$ cat config.mk
export PLATFORM = sky130hd
export DESIGN_NAME = mpio_ctrl
export DESIGN_NICKNAME = d
export VERILOG_FILES = /design/src/rtl/mpio_pkg.sv /design/src/rtl/mpio_sync.sv /design/src/rtl/mpio_port.sv /design/src/rtl/mpio_ctrl.sv
export SDC_FILE = /design/constraint.sdc
export NUM_CORES = 1
export LEC_CHECK = 0
export CAP_MARGIN = 40
export CORE_MARGIN = 3
export CORE_UTILIZATION = 25
export DETAILED_ROUTE_END_ITERATION = 16
export PLACE_DENSITY = 0.45
export SLEW_MARGIN = 20
export SYNTH_ARGS = -nofsm -noshare
export SYNTH_HDL_FRONTEND = slang
export SYNTH_HIERARCHICAL = 1
export SYNTH_SLANG_ARGS = --single-unit
export TNS_END_PERCENT = 10
$ cat constraint.sdc
create_clock -name clk -period 1.3 [get_ports clk]
set_input_delay 0.195 -clock clk [delete_from_list [all_inputs] [get_ports clk]]
set_output_delay 0.195 -clock clk [all_outputs]
set_load 0.03 [all_outputs]
$ cat src/rtl/mpio_pkg.sv
package mpio_pkg;
    localparam int DATA_W       = 8;
    localparam int ADDR_W       = 5;
    localparam int N_PORTS      = 4;
    localparam int LAST_PORT_W  = 3;
    localparam int N_MODE_PORTS = 2;
    localparam int MADDR_W      = N_MODE_PORTS * DATA_W;
    localparam int PSEL_W       = $clog2(N_PORTS);
    localparam int N_PINS       = (N_PORTS - 1) * DATA_W + LAST_PORT_W;

    typedef enum logic [1:0] {
        REG_DATA = 2'd0,
        REG_DIR  = 2'd1,
        REG_DRV  = 2'd2,
        REG_SRC  = 2'd3
    } reg_kind_e;

    function automatic int port_w(input int p);
        return (p == N_PORTS - 1) ? LAST_PORT_W : DATA_W;
    endfunction

    function automatic int port_lo(input int p);
        return p * DATA_W;
    endfunction
endpackage

$ cat src/rtl/mpio_sync.sv
module mpio_sync #(
    parameter int W = 8
) (
    input  logic         clk,
    input  logic         rst_n,
    input  logic [W-1:0] d,
    output logic [W-1:0] q
);
    typedef struct packed {
        logic [W-1:0] s1;
        logic [W-1:0] s2;
    } sync_t;

    sync_t st_d, st_q;

    always_comb begin
        st_d.s1 = d;
        st_d.s2 = st_q.s1;
    end

    always_ff @(posedge clk or negedge rst_n) begin
        if (!rst_n) st_q <= '0;
        else        st_q <= st_d;
    end

    assign q = st_q.s2;
endmodule

$ cat src/rtl/mpio_port.sv
module mpio_port
    import mpio_pkg::*;
#(
    parameter int W        = 8,
    parameter bit HAS_MODE = 1'b1
) (
    input  logic              clk,
    input  logic              rst_n,
    input  logic              wr_lat,
    input  logic              wr_dir,
    input  logic              wr_drv,
    input  logic              wr_src,
    input  logic [W-1:0]      wdata,
    input  logic [W-1:0]      addr_src,
    input  logic [W-1:0]      pin_in,
    output logic [W-1:0]      pin_out,
    output logic [W-1:0]      pin_oe,
    output logic [W-1:0]      pin_drv,
    output logic [DATA_W-1:0] rd_dat,
    output logic [DATA_W-1:0] rd_dir,
    output logic [DATA_W-1:0] rd_drv,
    output logic [DATA_W-1:0] rd_src
);
    typedef struct packed {
        logic [W-1:0] lat;
        logic [W-1:0] dir;
        logic [W-1:0] drv;
        logic [W-1:0] src;
    } port_t;

    port_t        st_d, st_q;
    logic [W-1:0] pin_sync;
    logic [W-1:0] out_val;

    mpio_sync #(.W(W)) u_sync (
        .clk   (clk),
        .rst_n (rst_n),
        .d     (pin_in),
        .q     (pin_sync)
    );

    always_comb begin
        st_d = st_q;
        if (wr_lat) st_d.lat = wdata;
        if (wr_dir) st_d.dir = wdata;
        if (wr_drv) st_d.drv = wdata;
        if (HAS_MODE && wr_src) st_d.src = wdata;
        if (!HAS_MODE) st_d.src = '0;
    end

    always_ff @(posedge clk or negedge rst_n) begin
        if (!rst_n) st_q <= '0;
        else        st_q <= st_d;
    end

    // output value: address bit where selected, latch otherwise
    assign out_val = (st_q.src & addr_src) | (~st_q.src & st_q.lat);
    assign pin_out = out_val;
    assign pin_drv = st_q.drv;
    // open drain: a flagged pin releases instead of driving high
    assign pin_oe  = st_q.dir & ~(st_q.drv & out_val);

    always_comb begin
        rd_dat = '0;
        rd_dir = '0;
        rd_drv = '0;
        rd_src = '0;
        rd_dat[W-1:0] = (st_q.dir & st_q.lat) | (~st_q.dir & pin_sync);
        rd_dir[W-1:0] = st_q.dir;
        rd_drv[W-1:0] = st_q.drv;
        rd_src[W-1:0] = st_q.src;
    end
endmodule

$ cat src/rtl/mpio_ctrl.sv
module mpio_ctrl
    import mpio_pkg::*;
(
    input  logic               clk,
    input  logic               rst_n,
    input  logic [ADDR_W-1:0]  addr,
    input  logic [DATA_W-1:0]  wdata,
    input  logic               wr,
    input  logic               rd,
    output logic [DATA_W-1:0]  rdata,
    input  logic [MADDR_W-1:0] mcu_addr,
    input  logic [N_PINS-1:0]  pin_in,
    output logic [N_PINS-1:0]  pin_out,
    output logic [N_PINS-1:0]  pin_oe,
    output logic [N_PINS-1:0]  pin_drv
);
    typedef struct packed {
        logic [DATA_W-1:0] rdata;
    } top_t;

    top_t              st_d, st_q;
    logic [PSEL_W-1:0] port_sel;
    reg_kind_e         kind;
    logic              hit;
    logic [DATA_W-1:0] rd_dat [N_PORTS];
    logic [DATA_W-1:0] rd_dir [N_PORTS];
    logic [DATA_W-1:0] rd_drv [N_PORTS];
    logic [DATA_W-1:0] rd_src [N_PORTS];

    assign port_sel = addr[PSEL_W-1:0];
    assign kind     = reg_kind_e'(addr[PSEL_W+1:PSEL_W]);
    assign hit      = (addr[ADDR_W-1:PSEL_W+2] == '0);

    for (genvar i = 0; i < N_PORTS; i++) begin : g_port
        localparam int W  = port_w(i);
        localparam int LO = port_lo(i);
        logic [W-1:0] asrc;
        logic         sel;

        if (i < N_MODE_PORTS) begin : g_src
            assign asrc = mcu_addr[i*DATA_W +: W];
        end else begin : g_nosrc
            assign asrc = '0;
        end

        assign sel = wr && hit && (port_sel == PSEL_W'(i));

        mpio_port #(.W(W), .HAS_MODE(i < N_MODE_PORTS)) u_port (
            .clk      (clk),
            .rst_n    (rst_n),
            .wr_lat   (sel && kind == REG_DATA),
            .wr_dir   (sel && kind == REG_DIR),
            .wr_drv   (sel && kind == REG_DRV),
            .wr_src   (sel && kind == REG_SRC),
            .wdata    (wdata[W-1:0]),
            .addr_src (asrc),
            .pin_in   (pin_in[LO +: W]),
            .pin_out  (pin_out[LO +: W]),
            .pin_oe   (pin_oe[LO +: W]),
            .pin_drv  (pin_drv[LO +: W]),
            .rd_dat   (rd_dat[i]),
            .rd_dir   (rd_dir[i]),
            .rd_drv   (rd_drv[i]),
            .rd_src   (rd_src[i])
        );
    end

    always_comb begin
        st_d.rdata = '0;
        if (rd && hit) begin
            unique case (kind)
                REG_DATA: st_d.rdata = rd_dat[port_sel];
                REG_DIR:  st_d.rdata = rd_dir[port_sel];
                REG_DRV:  st_d.rdata = rd_drv[port_sel];
                REG_SRC:  st_d.rdata = rd_src[port_sel];
                default:  st_d.rdata = '0;
            endcase
        end
    end

    always_ff @(posedge clk or negedge rst_n) begin
        if (!rst_n) st_q <= '0;
        else        st_q <= st_d;
    end

    assign rdata = st_q.rdata;
endmodule

# Word-level counts from Yosys, hierarchy flattened
# Index checks and enable logic that the tools add are counted.
[word_totals] ff_bits=159 latchBits=0 ramBits=0 rom_bits=0 in_bits=60 out_inout_bits=89 wordCells=104 n_memories=0
[classes] addsub=0 n_mul=0 div_mod_pow=0 magnitude_cmp=1 n_eq_ne=6 n_shift=0 muxes=14 bitwise_logic=38 n_reduce_logical=22
[op_table] operator="bitwise AND 8 bit" n=16
[op_table] operator="two-way mux 8 bit" n=9
[op_table] operator="binary-select mux 8 bit (select 2 bit)" n=4
[op_table] operator="NOT 8 bit" n=8
[op_table] operator="bitwise OR 8 bit" n=5
[op_table] operator="case mux 8 bit (4 select lines)" n=1
[op_table] operator="logical AND 1 bit" n=20
[op_table] operator="bitwise AND 3 bit" n=4
[op_table] operator="== test 2 bit (second input constant)" n=4
[op_table] operator="NOT 3 bit" n=2
[op_table] operator="== test 2 x 1 -> 1 bit (second input constant)" n=2
[op_table] operator="logical NOT 2 bit" n=2
[op_table] operator="greater-or-equal comparator 3 bit (second input constant)" n=1
[op_table] operator="NOT 2 -> 3 bit" n=1
[op_table] operator="bitwise OR 3 bit" n=1
[op_table] operator="NOT 1 bit" n=1

# Depth between registers and ports, before layout
# Gate-level depths: netlist of the first run.
[logic_depth] ltp_word=8 mapped_depth=6

# By module
# The synthesis of the first run kept the hierarchy.
[by_module_without_submodules] module="mpio_port (g_port[0].u_port ...)" n_inst=2 cells_each=124 area_each_um2=1746.7 seq_area_each_um2=800.8
[by_module_without_submodules] module="mpio_ctrl" n_inst=1 cells_each=123 area_each_um2=1408.9 seq_area_each_um2=200.2
[by_module_without_submodules] module="mpio_port (g_port[2].u_port)" n_inst=1 cells_each=84 area_each_um2=1268.7 seq_area_each_um2=600.6
[by_module_without_submodules] module="mpio_sync (g_port[0].u_port.u_sync ...)" n_inst=3 cells_each=16 area_each_um2=400.4 seq_area_each_um2=400.4
[by_module_without_submodules] module="mpio_port (g_port[3].u_port)" n_inst=1 cells_each=51 area_each_um2=581.8 seq_area_each_um2=225.2
[by_module_without_submodules] module="mpio_sync (g_port[3].u_port.u_sync)" n_inst=1 cells_each=6 area_each_um2=150.1 seq_area_each_um2=150.1

# Least setup slack after synthesis of the first run
# Ideal clock, no wire load.
[synth_path] path_type="input port to flip-flop" start="input port addr[1]" end="register g_port[1].u_port/st_q[24] in the netlist's numbering" setup_ns=0.125 t_arrival_ns=1.631 t_required_ns=1.175 path_slack_ns=-0.456 stages=6 path_buffers=3 cell_sequence="buf_4 buf_6 or3b_2 nor3_1 buf_6 mux2_2"
[synth_via] elab_chain_len=3
[synth_rtl] item="start: declaration" line="mpio_ctrl.sv:6" text="input logic [ADDR_W-1:0] addr,"
[synth_rtl] item="== test 2 x 1 -> 1 bit" line="mpio_ctrl.sv:46" text="assign sel = wr && hit && (port_sel == PSEL_W'(i));"
[synth_rtl] item="logical AND 1 bit" line="mpio_ctrl.sv:46"
[synth_rtl] item="logical AND 1 bit" line="mpio_ctrl.sv:51" text=".wr_lat (sel && kind == REG_DATA),"
[synth_rtl] item="end signal: assignment" line="mpio_port.sv:53" text="else st_q <= st_d;"
[synth_rtl] item="end: declaration" line="mpio_port.sv:31" text="port_t st_d, st_q;"
# No other way between the ends.
# A chain may end at the register's enable or synchronous reset.

# Final worst setup path of the first run
[layout_path] start="register g_port[1].u_port.st_q (netlist bit g_port[1].u_port/rd_src[2])" end="output port pin_oe[10]"
[layout_via] elab_chain_len=6 word_cells_on_any_way=7 classes_between="7 x bitwise"
[layout_rtl] item="NOT 8 bit" line="mpio_port.sv:57" text="assign out_val = (st_q.src & addr_src) | (~st_q.src & st_q.lat);"
[layout_rtl] item="bitwise AND 8 bit" line="mpio_port.sv:57"
[layout_rtl] item="bitwise OR 8 bit (*)" line="mpio_port.sv:57"
[layout_rtl] item="bitwise AND 8 bit (*)" line="mpio_port.sv:61" text="assign pin_oe = st_q.dir & ~(st_q.drv & out_val);"
[layout_rtl] item="NOT 8 bit (*)" line="mpio_port.sv:61"
[layout_rtl] item="bitwise AND 8 bit (*)" line="mpio_port.sv:61"
[layout_rtl] item="end: declaration" line="mpio_ctrl.sv:14" text="output logic [N_PINS-1:0] pin_oe,"
# Mark *: on every way between the ends. The rest lies on a longest branch, timed or not.

==> results.cfg, run 1 <==
[worst_setup_path]
crit_fanout = 3
cp_slowest_cell = dfrtp_1
timing.rr.end = rdata[1]
path_buf_inv = 1
r2r_cells = 5
path_cells = mux2_4, a21boi_2, buf_6
critPathCaptureType = output pin
arrival_ns = 1.49
cp-start-kind = register
worstSetupPathType = reg -> out
rrSetupSlack_ns = -0.12
max_stage_delay_ns = 0.44
required_ns = 1.11
cp-startpoint = g_port[1].u_port/rd_src[2]
timing.rr.start = g_port[3].u_port/rd_dir[1]
crit_family = flip-flops

[sta]
finalSetupViolCount = 55
timing.fmax_mhz = 593.0
slew_violations = 0
relSlewSlack_pct = 43.02
finalCritPeriodShare_pct = 129.7
timing_hold_violations_final = 0
fin_ws_ns = -0.3864
clock_skew_ns = 0.009454
rsz0062_at_grt = true
worst_pin_slew_ns = 0.8501
min_period_ns = 1.686

[cells_and_area]
final_util_pct = 36.95
final_common_cell = dfrtp_1
syn_to_final_growth_pct = 44.80
layout_common_cells = dfrtp_1, buf_6, buf_4
drive_gt1_share_pct = 61.95
nets = 838
stdcell_area_sq_mm = 0.01172
antenna_cells = 0

[placed_design]
postPlaceCellArea_sq_mm = 0.01032
gp_congestion = 0.8164
place_ws_ns = -0.9538
post-dp-hpwl_microns = 17540
port_buffers = 148

[die]
initial_core_util_pct = 25.51
core_area_sq_mm = 0.03172
row_count = 65
die_y_microns = 185.9
die-area_sq_mm = 0.03457
die_width_microns = 185.9
num_io_pins = 149

[flow_run]
maxCapViolCount = 0

[detailed_routing]
finalWirelength_microns = 23510
num_vias = 5125
drt_iter0_drc = 302
viasPerCell = 4.296
drt-pass1-iter-count = 4
routedWlPerCell_microns = 19.71
ant_nets = 0
wl_met2_microns = 11100
wl_met3_microns = 1145
drc_errors = 0
wl_met1_microns = 10860
dr.max_layer_used = met4

[synthesis]
synth_area_sq_mm = 0.008093
syn_inst = 557
yosys_warnings = 6
syn_avg_cell_area_sq_um = 14.53

[grt]
grt_pass1_vias = 5728
grt_max_degree = 70
antenna_found_initial = 0
grt_use_total_pct = 13.76
grt-ovfl-total = 0
grt_pass1_wl_microns = 35420

[cts]
cts_root_buf = clkbuf_16
cts_tree = built
worstSkewPairLatency_ns = 0.42
cts_buffers = 17
htree_levels = 4
clockBufferDepth = 2
clk_pin_slew_worst_paths_ns = 0.06
cts_sinks = 159

[power_and_ir_drop]
p_per_area_mw_per_mm2 = 1540
ir_drop_mv = 0.8086
p_leak_uw = 0.005299
power.total_uw = 18050

[min_path]
min_path_type = in -> async

[status]
status = finished with violations
violations = setup timing
## final cells by class
cell class,count,area (sq um)
clock buffers,20,466.7
clock inverters,12,150.1
fillers,3078,20000
multi-input cells,296,3458
flip-flops and latches,159,3995
well taps,402,503.0
repair buffers,304,3146
## how the worst max path moves through the flow
stage / to / cells after the start
final: pin_oe[10] / 3
after global routing: pin_oe[10] / 3
after global placement: g_port[1].u_port/rd_dir[3] / 6
after CTS: pin_oe[10] / 3
after detailed placement: g_port[1].u_port/rd_dir[7] / 6
after floorplan: g_port[1].u_port/st_q[24] / 6
## sequential cells by signal, indices dropped and copies added, names as in the netlist
register                   flops
g_port.u_port/u_sync/st_d     27
g_port.u_port/rd_src          16
g_port.u_port/u_sync/q        27
g_port.u_port/rd_dir          27
rdata                          8
g_port.u_port/st_q            27
g_port.u_port/pin_drv         27
## worst reg2reg max path, stage by stage (launching register included)
cell,delay (ns)
dfrtp_1,0.41
mux2_1,0.34
mux2i_2,0.22
a22oi_1,0.14
o211ai_1,0.14
a21oi_1,0.05
## per-layer routing
| metal | global-route usage (%) | vias to the layer above |
|---|---|---|
| met4 | 3.158 | 0 |
| met5 | 0 | - |
| met2 | 21.91 | 151 |
| met3 | 3.225 | 24 |
| met1 | 19.12 | 2643 |
| li1 | - | 2307 |
## what timing repair did
item / CTS / global route
hold buffers: 1 / 0
pin swaps: 30 / 8
setup endpoints to repair: 190 / 124
buffers inserted: 8 / 4
gates resized for setup: 177 / 54
endpoints found under the hold margin: 159 / 0
## report_power, final
| group | total, uW | switching (uW) | internal (uW) |
|---|---|---|---|
| Clock | 5200 | 2160 | 3040 |
| Sequential | 6310 | 656 | 5650 |
| Combinational | 6540 | 2810 | 3730 |
| Total | 18000 | 5630 | 12400 |
## through the flow
stage	setup TNS [ns]	instances	hold WS, ns
global placement	-85.78	1148	0.04481
finish	-12.58	1193	0.1720
global route	-16.61	1193	0.1781
floorplan	-20.39	586	-0.1006
detailed placement	-88.14	1148	0.04316
CTS	-14.29	1189	0.1690
No activity file was read; power rests on OpenSTA's default activity.
==> run 2: changes to the inputs <==
--- a/config.mk
+++ b/config.mk
@@ -5,9 +5,11 @@
 export SDC_FILE = /design/constraint.sdc
 export NUM_CORES = 1
 export LEC_CHECK = 0
-export CAP_MARGIN = 40
+export CAP_MARGIN = 20
 export CORE_MARGIN = 3
 export CORE_UTILIZATION = 25
+export CTS_BUF_LIST = sky130_fd_sc_hd__clkbuf_16
+export CTS_CLUSTER_SIZE = 20
 export DETAILED_ROUTE_END_ITERATION = 16
 export PLACE_DENSITY = 0.45
 export SLEW_MARGIN = 20
==> run 2 against run 1 <==
Against the previous run: the run still ends with setup timing left; worst setup slack gained 0.0067 ns; maximum frequency increased by 0.40%; flip-flop and latch count did not move; core utilization shrank 0.095 points; critical path depth did not move; register-to-register slack barely moved; critical path type unchanged; critical endpoint is now pin_oe[1]; largest cell class unchanged.
==> results.cfg, run 2 (synthesized netlist as in run 1, its figures left out) <==
[status]
status = finished with violations
violations = setup timing

[sta]
min_period_ns = 1.680
worst_pin_slew_ns = 0.8488
timing.fmax_mhz = 595.4
timing_hold_violations_final = 0
fin_ws_ns = -0.3796
slew_violations = 0
finalCritPeriodShare_pct = 129.2
rsz0062_at_grt = true
clock_skew_ns = 0.009389
relSlewSlack_pct = 43.10
finalSetupViolCount = 55

[cells_and_area]
syn_to_final_growth_pct = 44.43
antenna_cells = 0
layout_common_cells = dfrtp_1, buf_6, buf_4
drive_gt1_share_pct = 61.57
final_common_cell = dfrtp_1
nets = 838
fill_cells = 3080
final_cells = 1193
stdcell_area_sq_mm = 0.01169

[detailed_routing]
num_vias = 5111
drc_errors = 0
viasPerCell = 4.284
drt_iter0_drc = 293
routedWlPerCell_microns = 19.74
finalWirelength_microns = 23550
drt-pass1-iter-count = 4
ant_nets = 0

[power_and_ir_drop]
p_int_uw = 12240
ir_drop_mv = 0.8122
p_leak_uw = 0.005282
power_frac_seq_pct = 35.3
swShare_pct = 31.46
power.total_uw = 17860
p_per_area_mw_per_mm2 = 1528
comb_power_share_pct = 36.6
p_switching_uw = 5618
clkPwrFrac_pct = 28.1

[grt]
antenna_found_initial = 0
top_usage_layer = met2
grt_pass1_vias = 5726
grt-ovfl-total = 0
grtUsageMet2_pct = 21.91
grt_use_met3_pct = 3.225
grt_max_degree = 70
grt_pass1_wl_microns = 35410
grt_use_met1_pct = 19.10
grt_use_total_pct = 13.75

[cts]
cts_sinks = 159
worstSkewPairLatency_ns = 0.42
clk_pin_slew_worst_paths_ns = 0.06
htree_levels = 4
cts_buffers = 17
cts_root_buf = clkbuf_16
cts_tree = built
clockBufferDepth = 2

[placed_design]
place_ws_ns = -0.9538
post-dp-hpwl_microns = 17540
postPlaceCellArea_sq_mm = 0.01032
port_buffers = 148
place_inst = 1148
gp_congestion = 0.8164

[worst_setup_path]
path_cells = mux2_4, a21boi_2, buf_6
arrival_ns = 1.48
max_stage_delay_ns = 0.42
cp-start-kind = register
crit_fanout = 2
r2r_cells = 5
timing.rr.start = g_port[3].u_port/rd_dir[1]
cp-startpoint = g_port[0].u_port/rd_src[1]
cp_slowest_cell = dfrtp_1
required_ns = 1.11
worstSetupPathType = reg -> out
critPathCaptureType = output pin

[min_path]
min_path_type = in -> async

[die]
num_io_pins = 149
die-area_sq_mm = 0.03457
core_area_sq_mm = 0.03172
initial_core_util_pct = 25.51
die_width_microns = 185.9
die_y_microns = 185.9
row_count = 65

[flow_run]
maxCapViolCount = 0
-- run 2: changes by cell type in the layout (fill, tap and decap cells not counted), sizes merged --
| cell | previous run | this run |
|---|---|---|
| clkinv | 4 | 7 |
| clkbuf | 21 | 18 |
-- run 2: per-stage QoR --
stage	hold WS [ns]	util, %	setup TNS, ns
3_3_place_gp	0.04481	32.54	-85.78
6_report	0.1719	36.85	-12.64
5_1_grt	0.1781	36.85	-16.57
3_5_place_dp	0.04316	32.54	-88.14
2_1_floorplan	-0.1006	-	-20.39
4_1_cts	0.1690	36.18	-14.28
-- run 2: final cells by class --
| class | count | area [sq um] | share of cell area (%) |
|---|---|---|---|
| flip-flops and latches | 159 | 3995 | 34.18 |
| multi-input cells | 296 | 3458 | 29.59 |
| repair buffers | 304 | 3146 | 26.91 |
| well taps | 402 | 503.0 | 4.303 |
| clock buffers | 17 | 425.4 | 3.639 |
| clock inverters | 15 | 161.4 | 1.381 |
-- run 2: worst max-delay path, delay by kind of cell, from the launching register on --
| family | cells | cell delay (ns) |
|---|---|---|
| buffers and inverters | 1 | 0.15 |
| AOI/OAI and AO/OA | 1 | 0.16 |
| muxes | 1 | 0.34 |
| DFF | 1 | 0.42 |
-- run 2: routing by layer --
layer	wire, microns	up-vias
li1	-	2310
met1	10910	2642
met2	11190	141
met3	1070	18
met4	372	0
met5	0	-
-- run 2: worst paths after layout --
check | end | slack [ns]
max | pin_oe[1] | -0.38
min | g_port[3].u_port/st_q[10] | 0.17
max reg2reg | rdata[1] | -0.12
min reg2reg | g_port[0].u_port/u_sync/q[6] | 0.35
max in group asynchronous | g_port[0].u_port/rd_dir[4] | 0.45
min in group clk | g_port[1].u_port/u_sync/st_d[0] | 0.20
-- run 2: power by group through the flow --
stage | Clock (uW) | Sequential (uW) | Combinational [uW]
after floorplan | 0 | 6480 | 3270
after global placement | 0 | 6330 | 5620
after detailed placement | 0 | 6350 | 5650
after CTS | 5180 | 6280 | 6370
after global routing | 5420 | 6400 | 6890
final | 5010 | 6310 | 6540
-- run 2: repair_timing --
| item | CTS | global route |
|---|---|---|
| buffers inserted | 8 | 4 |
| pin swaps | 30 | 9 |
| endpoints found under the hold margin | 159 | 0 |
| hold buffers | 1 | 0 |
| endpoints found under the setup margin | 190 | 124 |
| gates resized for setup | 176 | 55 |
==> run 3: changes to the inputs <==
--- a/config.mk
+++ b/config.mk
@@ -9,9 +9,12 @@
 export CORE_MARGIN = 3
 export CORE_UTILIZATION = 25
 export CTS_BUF_LIST = sky130_fd_sc_hd__clkbuf_16
+export CTS_CLUSTER_DIAMETER = 200
 export CTS_CLUSTER_SIZE = 20
 export DETAILED_ROUTE_END_ITERATION = 16
+export HOLD_SLACK_MARGIN = 0.1
 export PLACE_DENSITY = 0.45
+export REMOVE_ABC_BUFFERS = 1
 export SLEW_MARGIN = 20
 export SYNTH_ARGS = -nofsm -noshare
 export SYNTH_HDL_FRONTEND = slang
==> run 3 against run 2 <==
Against the previous run: the flow still finishes with violations (setup timing); core utilization grew 0.15 points; sequential power is 0.6% lower; flip-flop and latch count stayed put; clock power is 4.6% lower; critical path type unchanged; highest routed layer is now met5.
==> results.cfg, run 3 (synthesized netlist as in run 1, its figures left out) <==
[status]
status = finished with violations
violations = setup timing

[flow_run]
maxCapViolCount = 0

[worst_setup_path]
critPathCaptureType = output pin
arrival_ns = 1.50
cp-start-kind = register
crit_fanout = 2
required_ns = 1.11
worstSetupPathType = reg -> out

[detailed_routing]
drt-pass1-iter-count = 4
ant_nets = 0
drt_iter0_drc = 282
wl_met3_microns = 1345
num_vias = 5135
routedWlPerCell_microns = 19.89
wl_met1_microns = 10890
viasPerCell = 4.283
drc_errors = 0
finalWirelength_microns = 23850
dr.max_layer_used = met5
wl_met2_microns = 11230

[cells_and_area]
fill_cells = 3073
final_util_pct = 37.00
nets = 844
final_common_cell = dfrtp_1
layout_common_cells = dfrtp_1, buf_6, buf_4
final_cells = 1199
antenna_cells = 0
syn_to_final_growth_pct = 45.02
drive_gt1_share_pct = 60.60

[sta]
fin_ws_ns = -0.3928
timing.fmax_mhz = 590.7
finalCritPeriodShare_pct = 130.2
clock_skew_ns = 0.007914
relSlewSlack_pct = 44.96
fin_tns_setup_ns = -13.35
slew_violations = 0
worst_pin_slew_ns = 0.8212
rsz0062_at_grt = true
timing_hold_violations_final = 0
finalSetupViolCount = 57
min_period_ns = 1.693

[grt]
grt_max_degree = 52
antenna_found_initial = 1
grt_use_total_pct = 14.20
grt-ovfl-total = 0
grt_pass1_wl_microns = 36250
grt_pass1_vias = 5756

[power_and_ir_drop]
p_int_uw = 12040
comb_power_share_pct = 37.9
swShare_pct = 32.33
clkPwrFrac_pct = 26.8
p_per_area_mw_per_mm2 = 1516
p_switching_uw = 5754
ir_drop_mv = 0.8550
p_leak_uw = 0.005322
power.total_uw = 17790
power_frac_seq_pct = 35.2

[cts]
cts_root_buf = clkbuf_16
cts_sinks = 159
clockBufferDepth = 2
worstSkewPairLatency_ns = 0.43
cts_buffers = 17
cts_tree = built
clk_pin_slew_worst_paths_ns = 0.07
htree_levels = 4

[die]
row_count = 65
num_io_pins = 149
die_y_microns = 185.9
initial_core_util_pct = 25.51
die_width_microns = 185.9
die-area_sq_mm = 0.03457
core_area_sq_mm = 0.03172

[min_path]
min_path_type = in -> async

[placed_design]
gp_congestion = 0.7654
place_inst = 1150
port_buffers = 148
place_ws_ns = -0.9855
post-dp-hpwl_microns = 17870
==> run 3: final timing paths <==
check                                                     start                         endpoint  slack [ns]  cells after the start
worst max-delay path                 g_port[0].u_port/rd_src[7]                        pin_oe[7]       -0.39                      3
worst min-delay path                                      rst_n     g_port[2].u_port/u_sync/q[7]        0.18                      2
worst max register to register       g_port[3].u_port/rd_dir[1]                         rdata[1]       -0.12                      5
worst min register to register  g_port[0].u_port/u_sync/st_d[4]     g_port[0].u_port/u_sync/q[4]        0.35                      0
max in group asynchronous                                 rst_n       g_port[0].u_port/rd_src[1]        0.52                      3
min in group clk                                      pin_in[2]  g_port[0].u_port/u_sync/st_d[2]        0.20                      1
==> run 3: repair_timing <==
| action | in CTS | in global routing |
|---|---|---|
| endpoints found under the hold margin | 159 | 0 |
| pin swaps | 28 | 6 |
| endpoints found under the setup margin | 190 | 164 |
| resized for setup | 186 | 21 |
| buffers inserted | 10 | 6 |
| hold buffers | 1 | 0 |
==> run 3: power groups by stage <==
stage | combinational, uW | sequential [uW] | clock [uW]
finish | 6750 | 6270 | 4780
global route | 7140 | 6360 | 5160
CTS | 6710 | 6270 | 4930
detailed placement | 5920 | 6320 | 0
global placement | 5890 | 6300 | 0
floorplan | 2290 | 6660 | 0
==> run 3: area by class of cell <==
cell class	count	area (sq um)	share of cell area, %
clock buffers	17	425.4	3.625
clock inverters	15	128.9	1.098
multi-input cells	296	3392	28.90
flip-flops and latches	159	3981	33.92
well taps	402	503.0	4.286
repair buffers	310	3306	28.17
==> run 3: critical path, stage by stage, from the launching register on <==
cell and delay (ns):
dfrtp_1 0.41, mux2_4 0.35, a21boi_4 0.17, buf_6 0.15
==> run 3: per-stage QoR <==
step                instance area (sq um)  hold slack [ns]
floorplan                            7176          -0.1006
global placement                    10490          0.06921
detailed placement                  10490          0.07235
CTS                                 11640           0.1685
global route                        11740           0.1733
finish                              11740           0.1827
==> run 3: per-layer routing <==
metal  up-vias  GRT usage (%)
li1       2320              -
met4         2          3.366
met3        30          3.498
met1      2626          19.66
met2       157          22.49
met5         -              0
